<file path="src/rtl/cfgp_pkg.sv">
package cfgp_pkg;

  localparam logic [7:0] KEY_B0       = 8'h87;
  localparam logic [7:0] KEY_B1       = 8'h01;
  localparam logic [7:0] KEY_B2       = 8'h55;
  localparam logic [7:0] KEY_END_2E   = 8'h55;
  localparam logic [7:0] KEY_END_4E   = 8'hAA;

  localparam logic [7:0] RA_EXIT      = 8'h02;
  localparam logic [7:0] RA_DEVSEL    = 8'h07;
  localparam logic [7:0] RA_ID_HI     = 8'h20;
  localparam logic [7:0] RA_ID_LO     = 8'h21;
  localparam logic [7:0] RA_VER       = 8'h22;
  localparam logic [7:0] RA_FCTL      = 8'h24;
  localparam logic [7:0] RA_FBASE_HI  = 8'h64;
  localparam logic [7:0] RA_FBASE_LO  = 8'h65;

  localparam logic [7:0] EXIT_CODE    = 8'h02;
  localparam logic [7:0] DEV_FLASH    = 8'h07;
  localparam logic [7:0] LOCKED_READ  = 8'hFF;
  localparam logic [7:0] EMPTY_READ   = 8'h00;

  localparam int FCTL_W   = 6;
  localparam int FB_HI_W  = 4;
  localparam int FB_LO_W  = 5;
  localparam int FB_ALIGN = 3;

  typedef enum logic [1:0] {
    KP_NONE  = 2'd0,
    KP_ONE   = 2'd1,
    KP_TWO   = 2'd2,
    KP_THREE = 2'd3
  } key_prog_t;

  function automatic logic [7:0] final_key(input int base_port);
    return (base_port == 'h4E) ? KEY_END_4E : KEY_END_2E;
  endfunction

endpackage

</file>
<file path="src/rtl/cfgp_decode.sv">
module cfgp_decode #(
  parameter int ADDR_W    = 16,
  parameter int BASE_PORT = 'h2E
) (
  input  logic [ADDR_W-1:0] addr,
  input  logic              wr,
  input  logic              open,
  output logic              idx_hit,
  output logic              dat_hit,
  output logic              key_wr,
  output logic              idx_we,
  output logic              dat_we
);
  localparam logic [ADDR_W-1:0] IDX_ADDR = ADDR_W'(BASE_PORT);
  localparam logic [ADDR_W-1:0] DAT_ADDR = ADDR_W'(BASE_PORT + 1);

  always_comb begin
    idx_hit = (addr == IDX_ADDR);
    dat_hit = (addr == DAT_ADDR);
    key_wr  = wr && idx_hit && !open;
    idx_we  = wr && idx_hit && open;
    dat_we  = wr && dat_hit && open;
  end
endmodule

</file>
<file path="src/rtl/cfgp_unlock.sv">
module cfgp_unlock
  import cfgp_pkg::*;
#(
  parameter logic [7:0] LAST_KEY = 8'h55
) (
  input  logic       clk,
  input  logic       rst_n,
  input  logic       key_wr,
  input  logic [7:0] key_byte,
  input  logic       exit_req,
  output logic       unlocked
);
  key_prog_t  prog_q, prog_d;
  logic       open_q, open_d;
  logic [7:0] expect_byte;
  logic       step_en;

  always_comb begin
    unique case (prog_q)
      KP_NONE:  expect_byte = KEY_B0;
      KP_ONE:   expect_byte = KEY_B1;
      KP_TWO:   expect_byte = KEY_B2;
      default:  expect_byte = LAST_KEY;
    endcase
  end

  always_comb begin
    prog_d  = prog_q;
    open_d  = open_q;
    step_en = 1'b0;
    if (open_q) begin
      if (exit_req) begin
        open_d  = 1'b0;
        prog_d  = KP_NONE;
        step_en = 1'b1;
      end
    end else if (key_wr) begin
      step_en = 1'b1;
      if (key_byte == expect_byte) begin
        if (prog_q == KP_THREE) begin
          open_d = 1'b1;
          prog_d = KP_NONE;
        end else begin
          prog_d = key_prog_t'(prog_q + 2'd1);
        end
      end else if (key_byte == KEY_B0) begin
        prog_d = KP_ONE;
      end else begin
        prog_d = KP_NONE;
      end
    end
  end

  always_ff @(posedge clk or negedge rst_n) begin
    if (!rst_n) begin
      prog_q <= KP_NONE;
      open_q <= 1'b0;
    end else if (step_en) begin
      prog_q <= prog_d;
      open_q <= open_d;
    end
  end

  assign unlocked = open_q;
endmodule

</file>
<file path="src/rtl/cfgp_regbank.sv">
module cfgp_regbank
  import cfgp_pkg::*;
#(
  parameter logic [15:0] CHIP_ID  = 16'hC3A5,
  parameter logic [7:0]  CHIP_VER = 8'h01
) (
  input  logic               clk,
  input  logic               rst_n,
  input  logic               idx_we,
  input  logic               dat_we,
  input  logic [7:0]         wdata,
  output logic [7:0]         idx_q,
  output logic               exit_req,
  output logic [7:0]         rd_val,
  output logic [FCTL_W-1:0]  fctl_q,
  output logic [FB_HI_W-1:0] fb_hi_q,
  output logic [FB_LO_W-1:0] fb_lo_q
);
  logic [7:0]         devsel_q, devsel_d;
  logic [7:0]         idx_d;
  logic [FCTL_W-1:0]  fctl_d;
  logic [FB_HI_W-1:0] fb_hi_d;
  logic [FB_LO_W-1:0] fb_lo_d;
  logic               flash_dev;
  logic               devsel_en, fctl_en, fb_hi_en, fb_lo_en;

  always_comb begin
    flash_dev = (devsel_q == DEV_FLASH);
    devsel_en = dat_we && (idx_q == RA_DEVSEL);
    fctl_en   = dat_we && (idx_q == RA_FCTL);
    fb_hi_en  = dat_we && flash_dev && (idx_q == RA_FBASE_HI);
    fb_lo_en  = dat_we && flash_dev && (idx_q == RA_FBASE_LO);
    exit_req  = dat_we && (idx_q == RA_EXIT) && (wdata == EXIT_CODE);
    idx_d     = wdata;
    devsel_d  = wdata;
    fctl_d    = wdata[FCTL_W-1:0];
    fb_hi_d   = wdata[FB_HI_W-1:0];
    fb_lo_d   = wdata[7:FB_ALIGN];
  end

  always_ff @(posedge clk or negedge rst_n) begin
    if (!rst_n) begin
      idx_q    <= '0;
      devsel_q <= '0;
      fctl_q   <= '0;
      fb_hi_q  <= '0;
      fb_lo_q  <= '0;
    end else begin
      if (idx_we)    idx_q    <= idx_d;
      if (devsel_en) devsel_q <= devsel_d;
      if (fctl_en)   fctl_q   <= fctl_d;
      if (fb_hi_en)  fb_hi_q  <= fb_hi_d;
      if (fb_lo_en)  fb_lo_q  <= fb_lo_d;
    end
  end

  always_comb begin
    unique case (idx_q)
      RA_DEVSEL:   rd_val = devsel_q;
      RA_ID_HI:    rd_val = CHIP_ID[15:8];
      RA_ID_LO:    rd_val = CHIP_ID[7:0];
      RA_VER:      rd_val = CHIP_VER;
      RA_FCTL:     rd_val = {{(8-FCTL_W){1'b0}}, fctl_q};
      RA_FBASE_HI: rd_val = flash_dev ? {{(8-FB_HI_W){1'b0}}, fb_hi_q} : EMPTY_READ;
      RA_FBASE_LO: rd_val = flash_dev ? {fb_lo_q, {FB_ALIGN{1'b0}}} : EMPTY_READ;
      default:     rd_val = EMPTY_READ;
    endcase
  end
endmodule

</file>
<file path="src/rtl/cfgport_ctrl.sv">
module cfgport_ctrl
  import cfgp_pkg::*;
#(
  parameter int          ADDR_W    = 16,
  parameter int          BASE_PORT = 'h2E,
  parameter logic [15:0] CHIP_ID   = 16'hC3A5,
  parameter logic [7:0]  CHIP_VER  = 8'h01
) (
  input  logic              clk,
  input  logic              rst_n,
  input  logic              io_wr,
  input  logic [ADDR_W-1:0] io_addr,
  input  logic [7:0]        io_wdata,
  output logic [7:0]        io_rdata,
  output logic              cfg_open,
  output logic [ADDR_W-1:0] flash_base,
  output logic              flash_suspend,
  output logic [2:0]        flash_seg_en,
  output logic              flash_host_wr_en,
  output logic              flash_pin_sel
);
  localparam logic [7:0] LAST_KEY = final_key(BASE_PORT);
  localparam int         BASE_PAD = ADDR_W - (FB_HI_W + FB_LO_W + FB_ALIGN);

  logic               idx_hit, dat_hit, key_wr, idx_we, dat_we;
  logic               exit_req, open;
  logic [7:0]         idx_q, rd_val;
  logic [FCTL_W-1:0]  fctl_q;
  logic [FB_HI_W-1:0] fb_hi_q;
  logic [FB_LO_W-1:0] fb_lo_q;

  cfgp_decode #(.ADDR_W(ADDR_W), .BASE_PORT(BASE_PORT)) u_decode (
    .addr(io_addr), .wr(io_wr), .open(open),
    .idx_hit(idx_hit), .dat_hit(dat_hit),
    .key_wr(key_wr), .idx_we(idx_we), .dat_we(dat_we)
  );

  cfgp_unlock #(.LAST_KEY(LAST_KEY)) u_unlock (
    .clk(clk), .rst_n(rst_n), .key_wr(key_wr), .key_byte(io_wdata),
    .exit_req(exit_req), .unlocked(open)
  );

  cfgp_regbank #(.CHIP_ID(CHIP_ID), .CHIP_VER(CHIP_VER)) u_regs (
    .clk(clk), .rst_n(rst_n), .idx_we(idx_we), .dat_we(dat_we),
    .wdata(io_wdata), .idx_q(idx_q), .exit_req(exit_req), .rd_val(rd_val),
    .fctl_q(fctl_q), .fb_hi_q(fb_hi_q), .fb_lo_q(fb_lo_q)
  );

  always_comb begin
    if (idx_hit)      io_rdata = open ? idx_q  : LOCKED_READ;
    else if (dat_hit) io_rdata = open ? rd_val : LOCKED_READ;
    else              io_rdata = EMPTY_READ;
  end

  generate
    if (BASE_PAD > 0) begin : g_pad
      assign flash_base = {{BASE_PAD{1'b0}}, fb_hi_q, fb_lo_q, {FB_ALIGN{1'b0}}};
    end else begin : g_nopad
      assign flash_base = {fb_hi_q, fb_lo_q, {FB_ALIGN{1'b0}}};
    end
  endgenerate

  assign cfg_open         = open;
  assign flash_suspend    = fctl_q[0];
  assign flash_seg_en     = fctl_q[3:1];
  assign flash_host_wr_en = fctl_q[4];
  assign flash_pin_sel    = fctl_q[5];
endmodule

</file>
<file path="config.mk">
export PLATFORM = sky130hd
export DESIGN_NAME = cfgport_ctrl
export DESIGN_NICKNAME = d
export VERILOG_FILES = /design/src/rtl/cfgp_pkg.sv /design/src/rtl/cfgp_decode.sv /design/src/rtl/cfgp_unlock.sv /design/src/rtl/cfgp_regbank.sv /design/src/rtl/cfgport_ctrl.sv
export SDC_FILE = /design/constraint.sdc
export NUM_CORES = 1
export LEC_CHECK = 0
export ABC_AREA = 1
export BUFFER_PORTS_ARGS = -buffer_cell sky130_fd_sc_hd__buf_2
export CAP_MARGIN = 40
export CORE_MARGIN = 1
export CORE_UTILIZATION = 51
export CTS_BUF_LIST = sky130_fd_sc_hd__clkbuf_8
export DETAILED_ROUTE_END_ITERATION = 6
export PLACE_DENSITY_LB_ADDON = 0.1
export SKIP_CTS_REPAIR_TIMING = 1
export SLEW_MARGIN = 10
export SYNTH_ARGS = -nofsm -noshare
export SYNTH_HDL_FRONTEND = slang
export SYNTH_HIERARCHICAL = 1
export SYNTH_SLANG_ARGS = --single-unit
</file>
<file path="constraint.sdc">
create_clock -name clk -period 1.6 [get_ports clk]
set_clock_uncertainty 0.15 [all_clocks]
set_input_delay 0.16 -clock clk [delete_from_list [all_inputs] [get_ports clk]]
set_output_delay 0.16 -clock clk [all_outputs]
set_load 0.02 [all_outputs]
</file>
==> flow_metrics.env <==
export IMPL_start_util_pct=54.0
export IMPL_root_buffer="clkbuf_8"
export IMPL_finalWirelength_mm=7.19
export IMPL_grt_pass1_vias=2368
export IMPL_yosys_register_bits=34
export IMPL_antenna_found_initial=0
export IMPL_seq_power_share_pct=50.7
export IMPL_worstPathRequired_ps=1290
export IMPL_synth_top_area_share_pct=32.9
export IMPL_power_frac_clock_pct=41.7
export IMPL_final_cell_mix="124 x nand2_1, 47 x buf_4, 44 x inv_1, 43 x buf_2"
export IMPL_clock_latency_ps=300
export IMPL_synth_edff_count=0
export IMPL_drtAntennaViolNets=0
export IMPL_stdcell_area_um2=3500
export IMPL_drv_slew=0
export IMPL_finalCritPeriodShare_pct=131
export IMPL_critPathCaptureType="primary output"
export IMPL_drive_gt1_share_pct=37.8
export IMPL_yosysWarningCount=6
export IMPL_setup_viol=25
export IMPL_clockBufferDepth=2
export IMPL_async_flop_share_pct=100
export IMPL_critPathKind="flop to primary output"
export IMPL_cts_tree="built"
export IMPL_violations="hold timing, setup timing"
export IMPL_peakVddDrop_uv=549
export IMPL_outcome="complete, but fails checks"
export IMPL_place_ws_ps=-211
export IMPL_cts_sinks=34
export IMPL_hold_violations=2
export IMPL_coreArea_um2=4790
export IMPL_viasPerCell=4.96
export IMPL_dpl_cell_count=539
export IMPL_post_route_min_period_ps=2090
export IMPL_gp_congestion=0.897
export IMPL_max_cap_viol_count=0
export IMPL_rows=25
export IMPL_power_leakage_uw=0.00201
export IMPL_clkTransAtPathRegs_ps=70
export IMPL_grt_max_degree=19
export IMPL_top_level_ports=58
export IMPL_syn_avg_cell_area_um2=6.66
export IMPL_final_nets=523
export IMPL_crit_arrival_ps=1780
export IMPL_overflow=0
export IMPL_crit_fanout=5
export IMPL_io_buffers=50
export IMPL_placed_area_um2=3190
export IMPL_synth_top_area_cell="dfrtp_1"
export IMPL_p_sw_share_pct=26.0
export IMPL_hp_class="input pin to flop"
export IMPL_via_count=2771
export IMPL_max_freq_mhz=479
export IMPL_setup_ws_ps=-489
export IMPL_synth_cells=388
export IMPL_p_int_uw=1250
export IMPL_die_w_um=73.2
export IMPL_grt_total_usage_pct=28.5
export IMPL_syn_area_um2=2580
export IMPL_die_area_um2=5350
export IMPL_avgRoutedWirePerCell_um=12.9
export IMPL_combPwrFrac_pct=7.6
export IMPL_yosysSeqAreaShare_pct=32.9
export IMPL_h_tree_depth=2
export IMPL_grt_pass1_wl_mm=11.2
export IMPL_syn_to_final_growth_pct=35.6
export IMPL_drtIter0Drc=229
export IMPL_synth_ff_type="dfrtp_1"
export IMPL_start_kind="flop"
export IMPL_fill_cells=436
export IMPL_power_switching_uw=440
export IMPL_stdcell_count=559
export IMPL_die_y_um=73.2
export IMPL_powerDensity_nw_per_um2=483
export IMPL_n_antenna_cell=0
export IMPL_drt_pass1_iter_count=4
export IMPL_final_core_util_pct=73.2
export IMPL_layout_commonest_cell="nand2_1"
export IMPL_dp_hpwl_mm=5.38
export IMPL_drc=0
export IMPL_ys_top_cells_by_area="dfrtp_1 33%, nand2_1 20%, inv_1 7.4%"
export IMPL_rsz0062_at_grt="true"
export IMPL_cts_buffers=5
export IMPL_hold_worst_slack_ps=-2.38
export IMPL_yosysUniqueCellTypes=26
[metal layers]
metal / up-vias / part of all wire [%] / global-route usage (%)
li1: 1397 / - / -
met1: 1265 / 43 / 37.1
met2: 93 / 49 / 46.1
met3: 16 / 4.9 / 4.97
met4: 0 / 2.4 / 13.1
met5: - / 0 / 0
[per-stage QoR]
| stage | TNS (ps) | power, uW |
|---|---|---|
| after floorplan | -9.24 | 931 |
| after global placement | -1780 | 998 |
| after detailed placement | -2320 | 1000 |
| after CTS | -4580 | 1700 |
| after global routing | -7560 | 1750 |
| final | -4960 | 1690 |
[cell usage after synthesis (4+ instances only)]
library cell,n
nand2_1,135
inv_1,51
dfrtp_1,34
nand3_1,33
nor2_1,33
o21ai_0,20
nand2_2,14
nand4_1,12
buf_4,8
nor2_2,7
nor2_4,6
ha_1,5
inv_2,5
nor3_1,4
[path summary, 6_finish.rpt]
path | from | end | slack (ps) | cells after the start
hold reg to reg | u_regs/fb_hi_q[3]$_DFFE_PN0P_ | u_regs/fb_hi_q[3]$_DFFE_PN0P_ | 340 | 2
hold / removal | io_wdata[7] | u_regs/devsel_q[7]$_DFFE_PN0P_ | -2 | 3
min in group asynchronous | rst_n | u_regs/fb_hi_q[1]$_DFFE_PN0P_ | 180 | 2
setup / recovery | u_regs/idx_q[1]$_DFFE_PN0P_ | io_rdata[0] | -490 | 12
setup reg to reg | u_regs/idx_q[5]$_DFFE_PN0P_ | u_unlock/prog_q[1]$_DFFE_PN0P_ | -170 | 11
max in group asynchronous | rst_n | u_regs/devsel_q[7]$_DFFE_PN0P_ | 660 | 3
[critical path, stage by stage (launching register included)]
cell and delay [ps]:
dfrtp_1 430, inv_2 100, nand2_1 100, nor2_4 180, nand2_2 110, nor2_1 100, nor2_1 60, nand2_1 80
inv_1 40, nand2_1 50, nand2_1 60, nand2_2 60, buf_6 110
[power groups by stage]
stage	combinational [uW]	sequential, uW	clock (uW)
finish	128	859	707
CTS	125	859	714
floorplan	54.5	876	0
global route	144	859	752
detailed placement	125	876	0
global placement	123	876	0
[state kept, by name, summed over array words and instances, names as in the netlist]
name               count
u_unlock/prog_q        2
u_regs/fb_lo_q         5
u_regs/idx_q           8
u_unlock/unlocked      1
u_regs/devsel_q        8
u_regs/fctl_q          6
u_regs/fb_hi_q         4
[final cells by class]
class,count,area [um2],area share (%)
Multi-Input combinational cell,291,1530,43.7
Sequential cell,34,855,24.4
Timing Repair Buffer,102,719,20.5
Inverter,57,216,6.18
Tap cell,67,83.8,2.39
Clock buffer,6,82.6,2.36
Clock inverter,2,16.3,0.464
[cells by family (layout without fill, tap and decap cells)]
group                      count (synthesis)  after routing  share of synthesized area [%]
adders and majority gates                  5              5                           2.42
other                                      1              7                          0.145
AOI/OAI and AO/OA                         24             24                           4.99
and+or+nand+nor                          252            255                           46.4
buffers and inverters                     72            167                           13.1
DFF                                       34             34                           32.9
(Power assumes the default switching activity.)
